## src/rtl/gfc_pkg.sv

```systemverilog
package gfc_pkg;

  typedef enum logic [1:0] {
    MODE_FREQ = 2'b00,
    MODE_RSV1 = 2'b01,
    MODE_RSV2 = 2'b10,
    MODE_RSV3 = 2'b11
  } gfc_mode_e;

  typedef struct packed {
    gfc_mode_e   mode;
    logic [1:0]  win;
  } gfc_cfg_t;

  localparam int unsigned MS_W = 5;

  // last millisecond index of each window (length minus one)
  function automatic logic [MS_W-1:0] ms_last(input logic [1:0] code);
    logic [MS_W-1:0] r;
    case (code)
      2'b00:   r = 5'd0;
      2'b01:   r = 5'd3;
      2'b10:   r = 5'd7;
      default: r = 5'd31;
    endcase
    return r;
  endfunction

endpackage

```

## src/rtl/gfc_edge_sync.sv

```systemverilog
module gfc_edge_sync #(
  parameter int unsigned STAGES = 2
) (
  input  logic clk,
  input  logic rst_n,
  input  logic din,
  output logic rise
);
  logic [STAGES:0] sh_q;
  logic [STAGES:0] sh_d;

  always_comb begin
    sh_d = {sh_q[STAGES-1:0], din};
  end

  always_ff @(posedge clk or negedge rst_n) begin
    if (!rst_n) sh_q <= '0;
    else        sh_q <= sh_d;
  end

  assign rise = sh_q[STAGES-1] & ~sh_q[STAGES];
endmodule

```

## src/rtl/gfc_gate_timer.sv

```systemverilog
module gfc_gate_timer
  import gfc_pkg::*;
#(
  parameter int unsigned TICK_DIV = 8000
) (
  input  logic       clk,
  input  logic       rst_n,
  input  logic       launch,
  input  logic [1:0] win_code,
  output logic       open,
  output logic       close
);
  localparam int unsigned PRE_W = (TICK_DIV > 1) ? $clog2(TICK_DIV) : 1;
  localparam logic [PRE_W-1:0] PRE_LAST = PRE_W'(TICK_DIV - 1);

  logic [PRE_W-1:0] pre_q, pre_d;
  logic [MS_W-1:0]  ms_q, ms_d;
  logic [MS_W-1:0]  last_q, last_d;
  logic             open_q, open_d;

  always_comb begin
    pre_d  = pre_q;
    ms_d   = ms_q;
    last_d = last_q;
    open_d = open_q;
    close  = 1'b0;
    if (launch) begin
      pre_d  = '0;
      ms_d   = '0;
      last_d = ms_last(win_code);
      open_d = 1'b1;
    end else if (open_q) begin
      if (pre_q == PRE_LAST) begin
        pre_d = '0;
        if (ms_q == last_q) begin
          open_d = 1'b0;
          close  = 1'b1;
          ms_d   = '0;
        end else begin
          ms_d = ms_q + 1'b1;
        end
      end else begin
        pre_d = pre_q + 1'b1;
      end
    end
  end

  always_ff @(posedge clk or negedge rst_n) begin
    if (!rst_n) begin
      pre_q  <= '0;
      ms_q   <= '0;
      last_q <= '0;
      open_q <= 1'b0;
    end else begin
      pre_q  <= pre_d;
      ms_q   <= ms_d;
      last_q <= last_d;
      open_q <= open_d;
    end
  end

  assign open = open_q;
endmodule

```

## src/rtl/gfc_sat_counter.sv

```systemverilog
module gfc_sat_counter #(
  parameter int unsigned W = 20
) (
  input  logic         clk,
  input  logic         rst_n,
  input  logic         clr,
  input  logic         inc,
  output logic [W-1:0] q
);
  localparam logic [W-1:0] TOP = '1;

  logic [W-1:0] q_q, q_d;

  always_comb begin
    q_d = q_q;
    if (clr)                    q_d = '0;
    else if (inc && q_q != TOP) q_d = q_q + 1'b1;
  end

  always_ff @(posedge clk or negedge rst_n) begin
    if (!rst_n) q_q <= '0;
    else        q_q <= q_d;
  end

  assign q = q_q;
endmodule

```

## src/rtl/gate_freq_counter.sv

```systemverilog
module gate_freq_counter
  import gfc_pkg::*;
#(
  parameter int unsigned CLK_HZ  = 8_000_000,
  parameter int unsigned COUNT_W = 20
) (
  input  logic               clk,
  input  logic               rst_n,
  input  logic               cfg_we,
  input  logic [3:0]         cfg_wdata,
  output logic [3:0]         cfg_q,
  input  logic               start,
  input  logic               halt_i,
  input  logic               backup_i,
  input  logic               pll_stop_i,
  input  logic               sig_in,
  output logic               busy,
  output logic               done,
  output logic [COUNT_W-1:0] count
);
  localparam int unsigned TICK_DIV = (CLK_HZ / 1000 > 0) ? CLK_HZ / 1000 : 1;

  // reset: asserted asynchronously, released on the clock
  logic [1:0] rsync_q;
  logic       rst_core_n;
  always_ff @(posedge clk or negedge rst_n) begin
    if (!rst_n) rsync_q <= '0;
    else        rsync_q <= {rsync_q[0], 1'b1};
  end
  assign rst_core_n = rsync_q[1];

  // setup word
  gfc_cfg_t cfg_r, cfg_d;
  always_comb begin
    cfg_d = cfg_r;
    if (cfg_we) cfg_d = gfc_cfg_t'(cfg_wdata);
  end
  always_ff @(posedge clk or negedge rst_core_n) begin
    if (!rst_core_n) cfg_r <= '0;
    else             cfg_r <= cfg_d;
  end
  assign cfg_q = cfg_r;

  logic inhibit, accept, close, open, rise, inc;
  assign inhibit = halt_i | backup_i | pll_stop_i;
  assign accept  = start & ~inhibit & (cfg_r.mode == MODE_FREQ);

  gfc_gate_timer #(.TICK_DIV(TICK_DIV)) u_timer (
    .clk      (clk),
    .rst_n    (rst_core_n),
    .launch   (accept),
    .win_code (cfg_r.win),
    .open     (open),
    .close    (close)
  );

  gfc_edge_sync #(.STAGES(2)) u_sync (
    .clk   (clk),
    .rst_n (rst_core_n),
    .din   (sig_in),
    .rise  (rise)
  );

  assign inc = open & rise & ~inhibit;

  gfc_sat_counter #(.W(COUNT_W)) u_cnt (
    .clk   (clk),
    .rst_n (rst_core_n),
    .clr   (accept),
    .inc   (inc),
    .q     (count)
  );

  // completion flag
  logic done_q, done_d;
  always_comb begin
    done_d = done_q;
    if (accept)     done_d = 1'b0;
    else if (close) done_d = 1'b1;
  end
  always_ff @(posedge clk or negedge rst_core_n) begin
    if (!rst_core_n) done_q <= 1'b0;
    else             done_q <= done_d;
  end

  assign done = done_q;
  assign busy = open;
endmodule

```

## config.mk

```make
export PLATFORM = sky130hd
export DESIGN_NAME = gate_freq_counter
export DESIGN_NICKNAME = d
export VERILOG_FILES = /design/src/rtl/gfc_pkg.sv /design/src/rtl/gfc_edge_sync.sv /design/src/rtl/gfc_gate_timer.sv /design/src/rtl/gfc_sat_counter.sv /design/src/rtl/gate_freq_counter.sv
export SDC_FILE = /design/constraint.sdc
export NUM_CORES = 1
export LEC_CHECK = 0
export BUFFER_PORTS_ARGS = -buffer_cell sky130_fd_sc_hd__buf_2
export CAP_MARGIN = 25
export CELL_PAD_IN_SITES_DETAIL_PLACEMENT = 1
export CELL_PAD_IN_SITES_GLOBAL_PLACEMENT = 1
export CORE_MARGIN = 2
export CORE_UTILIZATION = 40
export DETAILED_ROUTE_END_ITERATION = 12
export PLACE_DENSITY = 0.79
export SLEW_MARGIN = 20
export SYNTH_ARGS = -nofsm -noshare
export SYNTH_HDL_FRONTEND = slang
export SYNTH_SLANG_ARGS = --single-unit
```

## constraint.sdc

```tcl
create_clock -name clk -period 1.5 [get_ports clk]
set_input_delay 0.225 -clock clk [delete_from_list [all_inputs] [get_ports clk]]
set_output_delay 0.225 -clock clk [all_outputs]
set_load 0.02 [all_outputs]
```

Yosys cells after proc, flatten, opt, wreduce, memory -nomap -nowiden
Cells that the tools add are included.

word-level totals
  register bits after elaboration = 54
  output and inout bits = 26

cells by class
  $add $sub $neg = 3
  equal/unequal tests = 5
  mux-type cells = 20
  bitwise logic cells = 9
  reductions and logical operators = 8

operators with widths
  kind                                                 number
  two-way mux 20 bit                                   2
  two-way mux 13 bit                                   3
  adder 20 x 1 -> 20 bit, second input constant        1
  two-way mux 5 bit                                    4
  != test 20 bit, second input constant                1
  one-hot mux 5 bit (3 select lines)                   1
  adder 13 x 1 -> 13 bit, second input constant        1
  equality test 13 bit, second input constant          1
  two-way mux 1 bit                                    10
  nonzero test 2 bit                                   4
  adder 5 x 1 -> 5 bit, second input constant          1
  AND 1 bit                                            5
  equality test 5 bit                                  1
  logical NOT 2 bit                                    2
  equality test 2 x 1 -> 1 bit, second input constant  1
  equality test 2 bit, second input constant           1
  inverter 1 bit                                       2
  bitwise OR 1 bit                                     2
  AND reduction 2 bit                                  1
  logical AND 1 bit                                    1

Longest topological paths before layout
  word-level depth = 8
  gate-level depth with buffers = 6
  depth with buffers taken out = 5

Cells and area by module
A second synthesis with hierarchy kept.

unflattened totals
  cells, all modules = 279
  area, all modules = 2781.4 µm²

by module, submodules not included
  module             times used  cells each  area each (µm²)  sequential area each (µm²)
  gfc_gate_timer     1           129         1221.2           550.5
  gfc_sat_counter    1           128         1211.2           500.5
  gate_freq_counter  1           18          260.2            175.2
  gfc_edge_sync      1           4           88.8             75.1

Least setup slack after synthesis
OpenSTA, ideal clock, no wires.

  kind = reg2reg
  start = reg u_cnt.q_q[0] (netlist: u_cnt.q[0])
  end = reg u_cnt.q_q[13] (netlist: u_cnt.q[13])
  setup time = 79 ps
  data arrival time = 1762 ps
  required time = 1421 ps
  path slack = -341 ps
  stages on the path, launching flop included = 7
  buffers on the path = 1
  period minus slack after synthesis = 1841 ps
  path through = dfrtp_1 > ha_1 > and4_1 > and4bb_4 > buf_6 > nor4_1 > mux2i_1

between the ends
  longest elaborated chain between the ends = 3
  elaborated cells between the ends (all ways) = 6
  classes of those cells = add/sub (1); eq/ne (1); mux (2); reduce/logical (2)

ends and longest elaborated chain
  element                                                   line                   text
  start: declaration                                        gfc_sat_counter.sv:12  logic [W-1:0] q_q, q_d;
  start signal: assignment                                  gfc_sat_counter.sv:22  else q_q <= q_d;
  adder 20 x 1 -> 20 bit or != test 20 bit (tied branches)  gfc_sat_counter.sv:17  else if (inc && q_q != TOP) q_d = q_q + 1'b1;
  two-way mux 20 bit or logical AND 1 bit (tied branches)   gfc_sat_counter.sv:17
  two-way mux 20 bit or nonzero test 2 bit (tied branches)  -

Several ways; a longest one is shown, not always the timed one. The select of a mux whose other input is x is not followed.
A chain may end at the register's enable or synchronous reset.

Worst setup path after layout
  start = reg u_cnt.q_q[1] (netlist: u_cnt.q[1])
  end = reg u_cnt.q_q[8] (netlist: u_cnt.q[8])

The elaborated chain is that of the path after synthesis.

==> impl_summary.txt <==
----------------------------------------------------
[Logic synthesis]
  Most common library cells after synthesis ... sky130_fd_sc_hd__dfrtp_1, sky130_fd_sc_hd__nand2_1, sky130_fd_sc_hd__nand3_1
  Most common cell in the netlist ... sky130_fd_sc_hd__dfrtp_1
  Register bit total from synthesis ... 52
  Unique masters post-synth ... 52
  Synthesis warning total ... 0
  Proportion of register bits with asynchronous set or reset after synthesis ... 100.0%
  Dominant cells by area after synthesis ... sky130_fd_sc_hd__dfrtp_1, sky130_fd_sc_hd__nand2_1, sky130_fd_sc_hd__mux2i_1
  Area of the mapped netlist ... 0.002917 mm2
  Number of enable flip-flop cells after synthesis ... 0
  Synthesized instance count ... 301
  Mean cell area of the mapped netlist ... ~9.7 um2
  Nets in the synthesized netlist ... approximately 320
  Top cell type by total area after synthesis ... sky130_fd_sc_hd__dfrtp_1
  Top_reg_cell synth ... sky130_fd_sc_hd__dfrtp_1
  Proportion of netlist area held by the largest area contributor ... between 40% and 50%
  Sequential share of the synthesized area ... 44.62%

[Critical path]
  Kind of capture point of the worst setup path ... flop
  Cell with the largest stage delay on the worst path ... sky130_fd_sc_hd__dfrtp_2
  Source of the critical timing path ... u_cnt.q[1]$_DFFE_PN0P_
  Worst-path cell chain ... ha_4, and4_4, buf_6, nand4_1, buf_4, a2111oi_4, o21bai_1
  Buf/Inv on CP ... 2
  Data arrival time of the critical path ... 1920 ps
  Slowest cell delay on critical path ... ~410 ps
  Required time at the endpoint of the critical path ... 1730 ps
  CP delay by family, top ... simple AND/OR/NAND/NOR gates
  Crit path max fanout ... 4
  Critical path launch point type ... flop
  Crit path kind ... reg2reg
  R2R Path Start ... u_cnt.q[1]$_DFFE_PN0P_

[Floorplanning]
  Horizontal die dimension ... 89.39 um
  Placement Rows ... 31
  Count of boundary I/O pins ... 38
  Core box area ... about 0.0071 mm2
  Effective utilization at floorplan ... roughly two fifths
  Total Die Area ... 0.007991 mm2
  Die height ... between 80 and 90 um

[GRT]
  Grt met1 use ... 28.59%
  Antenna violations before repair ... 0
  Met2 track demand over resource ... between 40% and 50%
  Met3 track demand over resource in global routing ... 2.955%
  Maximum number of pins on one net before global-route repair ... 20
  Gr usage total ... 23.35%
  Most utilized layer in the global route result ... met2
  Via count of the first global-routing pass ... 2917
  First-pass GRT wire length ... 14.55 mm
  Gr ovfl total ... 0

[Cells and area]
  Final standard cell area without fillers ... 0.004239 mm2
  Antenna fix cells ... 0
  # nets final ... 427
  Post-layout util ... 59.40%
  Synth-to-layout area growth ... 45.35%
  Total area of multi-input combinational cells ... 0.001809 mm2
  Layout cells sized above 1 ... 45.28%
  Filler cells ... slightly above 800
  Sequential cell area in the final layout ... 0.001313 mm2

[Placed design]
  Sum of net half-perimeters after detailed placement ... 6.374 mm
  Placer congestion estimate ... roughly 0.87
  Number of I/O port buffers ... 37
  Instance area at placement ... 0.003786 mm2

[Clock network]
  Clock latency on the worst-skew pair ... between 300 and 400 ps
  Maximum level of the CTS H-tree ... 2
  Clock Tree Root ... sky130_fd_sc_hd__clkbuf_8
  Max Root-Sink Buffers ... 2
  Number of CTS-inserted buffers ... 5
  Post-CTS clock slew at the launch and capture registers of the worst setup and hold paths ... 110 ps
  TritonCTS clock tree ... done
  Clock net sink count ... 52

[STA]
  Share of the cycle needed by the critical path after routing ... 112.9%
  Crit path setup slack, layout ... -192.8 ps
  Setup repair after global routing missed its margin ... true
  Max Transition Viols Final ... 0
  Peak Freq ... 0.5907 GHz
  Setup Viol. Count Final ... 22
  Endpoints failing hold ... 0
  Min Tclk post-route ... between 1500 and 2000 ps
  Fin Clk Skew ... 11.56 ps

[Run]
  Maxcap violations ... 0

[Hold path]
  Min-Delay Startpoint ... sig_in
  Worst hold path type ... in2reg

[Routing]
  Drt via density ... about 5.7
  Number of iterations in the first detailed-routing pass ... 4
  Wire per inst ... 18.85 um
  Total length of routed wires ... 9.653 mm
  Detail Route Antenna Nets ... 0
  Total number of vias ... 2923
  Initial DRC count ... 137
  Number of remaining DRC errors ... 0

[Outcome]
  Violations in the final reports ... negative setup slack
  Outcome ... finished with violations

[Power and ir drop]
  Maximum ir drop on the vdd rail ... 0.0007259 V
  Leak pwr ... 0.001907 uW
  Power density cells ... 855.3 mW/mm2

----------------------------------------------------
## routing by layer
| metal | wire (um) | share of wire [%] | vias up |
|---|---|---|---|
| met5 | 0 | 0 | - |
| met3 | 315 | 3.3 | 15 |
| met4 | 119 | 1.2 | 0 |
| met2 | 5351 | 55 | 84 |
| li1 | - | - | 1352 |
| met1 | 3866 | 40 | 1472 |
## area by class of cell
type / instances / area share (%)
Multi-Input combinational cell: 231 / 42.68
Sequential cell: 52 / 30.96
Timing Repair Buffer: 118 / 20.84
Tap cell: 99 / 2.922
Clock buffer: 5 / 1.623
Clock inverter: 3 / 0.6198
Inverter: 4 / 0.3542
## cell families (layout without fill, tap and decap cells)
| group | after synthesis | after routing | share of synthesized area, % |
|---|---|---|---|
| and+or+nand+nor | 144 | 146 | 29.26 |
| other | 1 | 1 | 0.1286 |
| buffers and inverters | 21 | 130 | 3.860 |
| adders and majority gates | 3 | 3 | 1.287 |
| xor gates and xnor gates | 5 | 5 | 1.501 |
| DFF | 52 | 52 | 44.62 |
| muxes | 17 | 17 | 6.006 |
| AOI/OAI and AO/OA | 58 | 59 | 13.34 |
## flip-flops by register name, summed over array words and instances, names as in the netlist
name and cells:
u_timer.ms_q 5, u_sync.sh_q 3, cfg_q 4, rsync_q 2, u_cnt.q 20, done 1, u_timer.pre_q 13, u_timer.open 1
u_timer.last_q 3
## final timing paths
path	end	slack [ps]	cells after the start
worst min register to register	u_timer.ms_q[0]$_DFFE_PN0P_	210	0
min in group asynchronous	u_timer.ms_q[0]$_DFFE_PN0P_	210	0
worst max-delay path	u_cnt.q[8]$_DFFE_PN0P_	-190	7
worst min-delay path	u_sync.sh_q[0]$_DFF_PN0_	20	1
max in group asynchronous	u_cnt.q[8]$_DFFE_PN0P_	820	1
worst max register to register	u_cnt.q[8]$_DFFE_PN0P_	-190	7
## stage by stage
| stage | TNS, ps | total power, uW | setup slack (ps) | hold WS [ps] | std cells |
|---|---|---|---|---|---|
| after floorplan | -2377 | 2230 | -178.3 | -70.59 | 301 |
| after global routing | -3340 | 3820 | -251.8 | 4.224 | 512 |
| after CTS | -1128 | 3588 | -129.9 | 1.276 | 501 |
| after global placement | -1798 | 2582 | -179.0 | 10.65 | 482 |
| after detailed placement | -3162 | 2654 | -241.7 | 12.30 | 482 |
| final | -1906 | 3626 | -192.8 | 16.66 | 512 |
## placed cells by master, fill, tap and decap left out, drive strengths merged, types with 3 or more instances in the layout
cell    count
nand2      44
a21oi      17
and3        8
and4        7
a2111o      4
a211oi      4
mux2i      13
xor2        4
or4         3
clkbuf      5
o21ai      10
nor2        4
nand2b     13
a31oi       4
ha          3
o211ai      5
nand3      18
nand4      18
dfrtp      52
or3         4
nor4        5
nor3        7
and4bb      3
o31ai       3
inv         6
and2        3
buf       117
mux2        4
## report_power, final
group          leakage [uW]  internal [uW]  switching (uW)
logic               0.00120            525             508
clock network     0.0000491            345             515
registers          0.000658           1580             158
## timing repair
| action | 4_1_cts | 5_1_grt |
|---|---|---|
| setup buffers | 8 | 11 |
| pin swaps | 9 | 17 |
| setup endpoints to repair | 32 | 36 |
| endpoints found under the hold margin | 2 | 0 |
| gates resized for setup | 21 | 26 |
| hold buffers | 1 | 0 |
| gates cloned | 2 | 1 |
No activity file was read; power rests on OpenSTA's default activity.
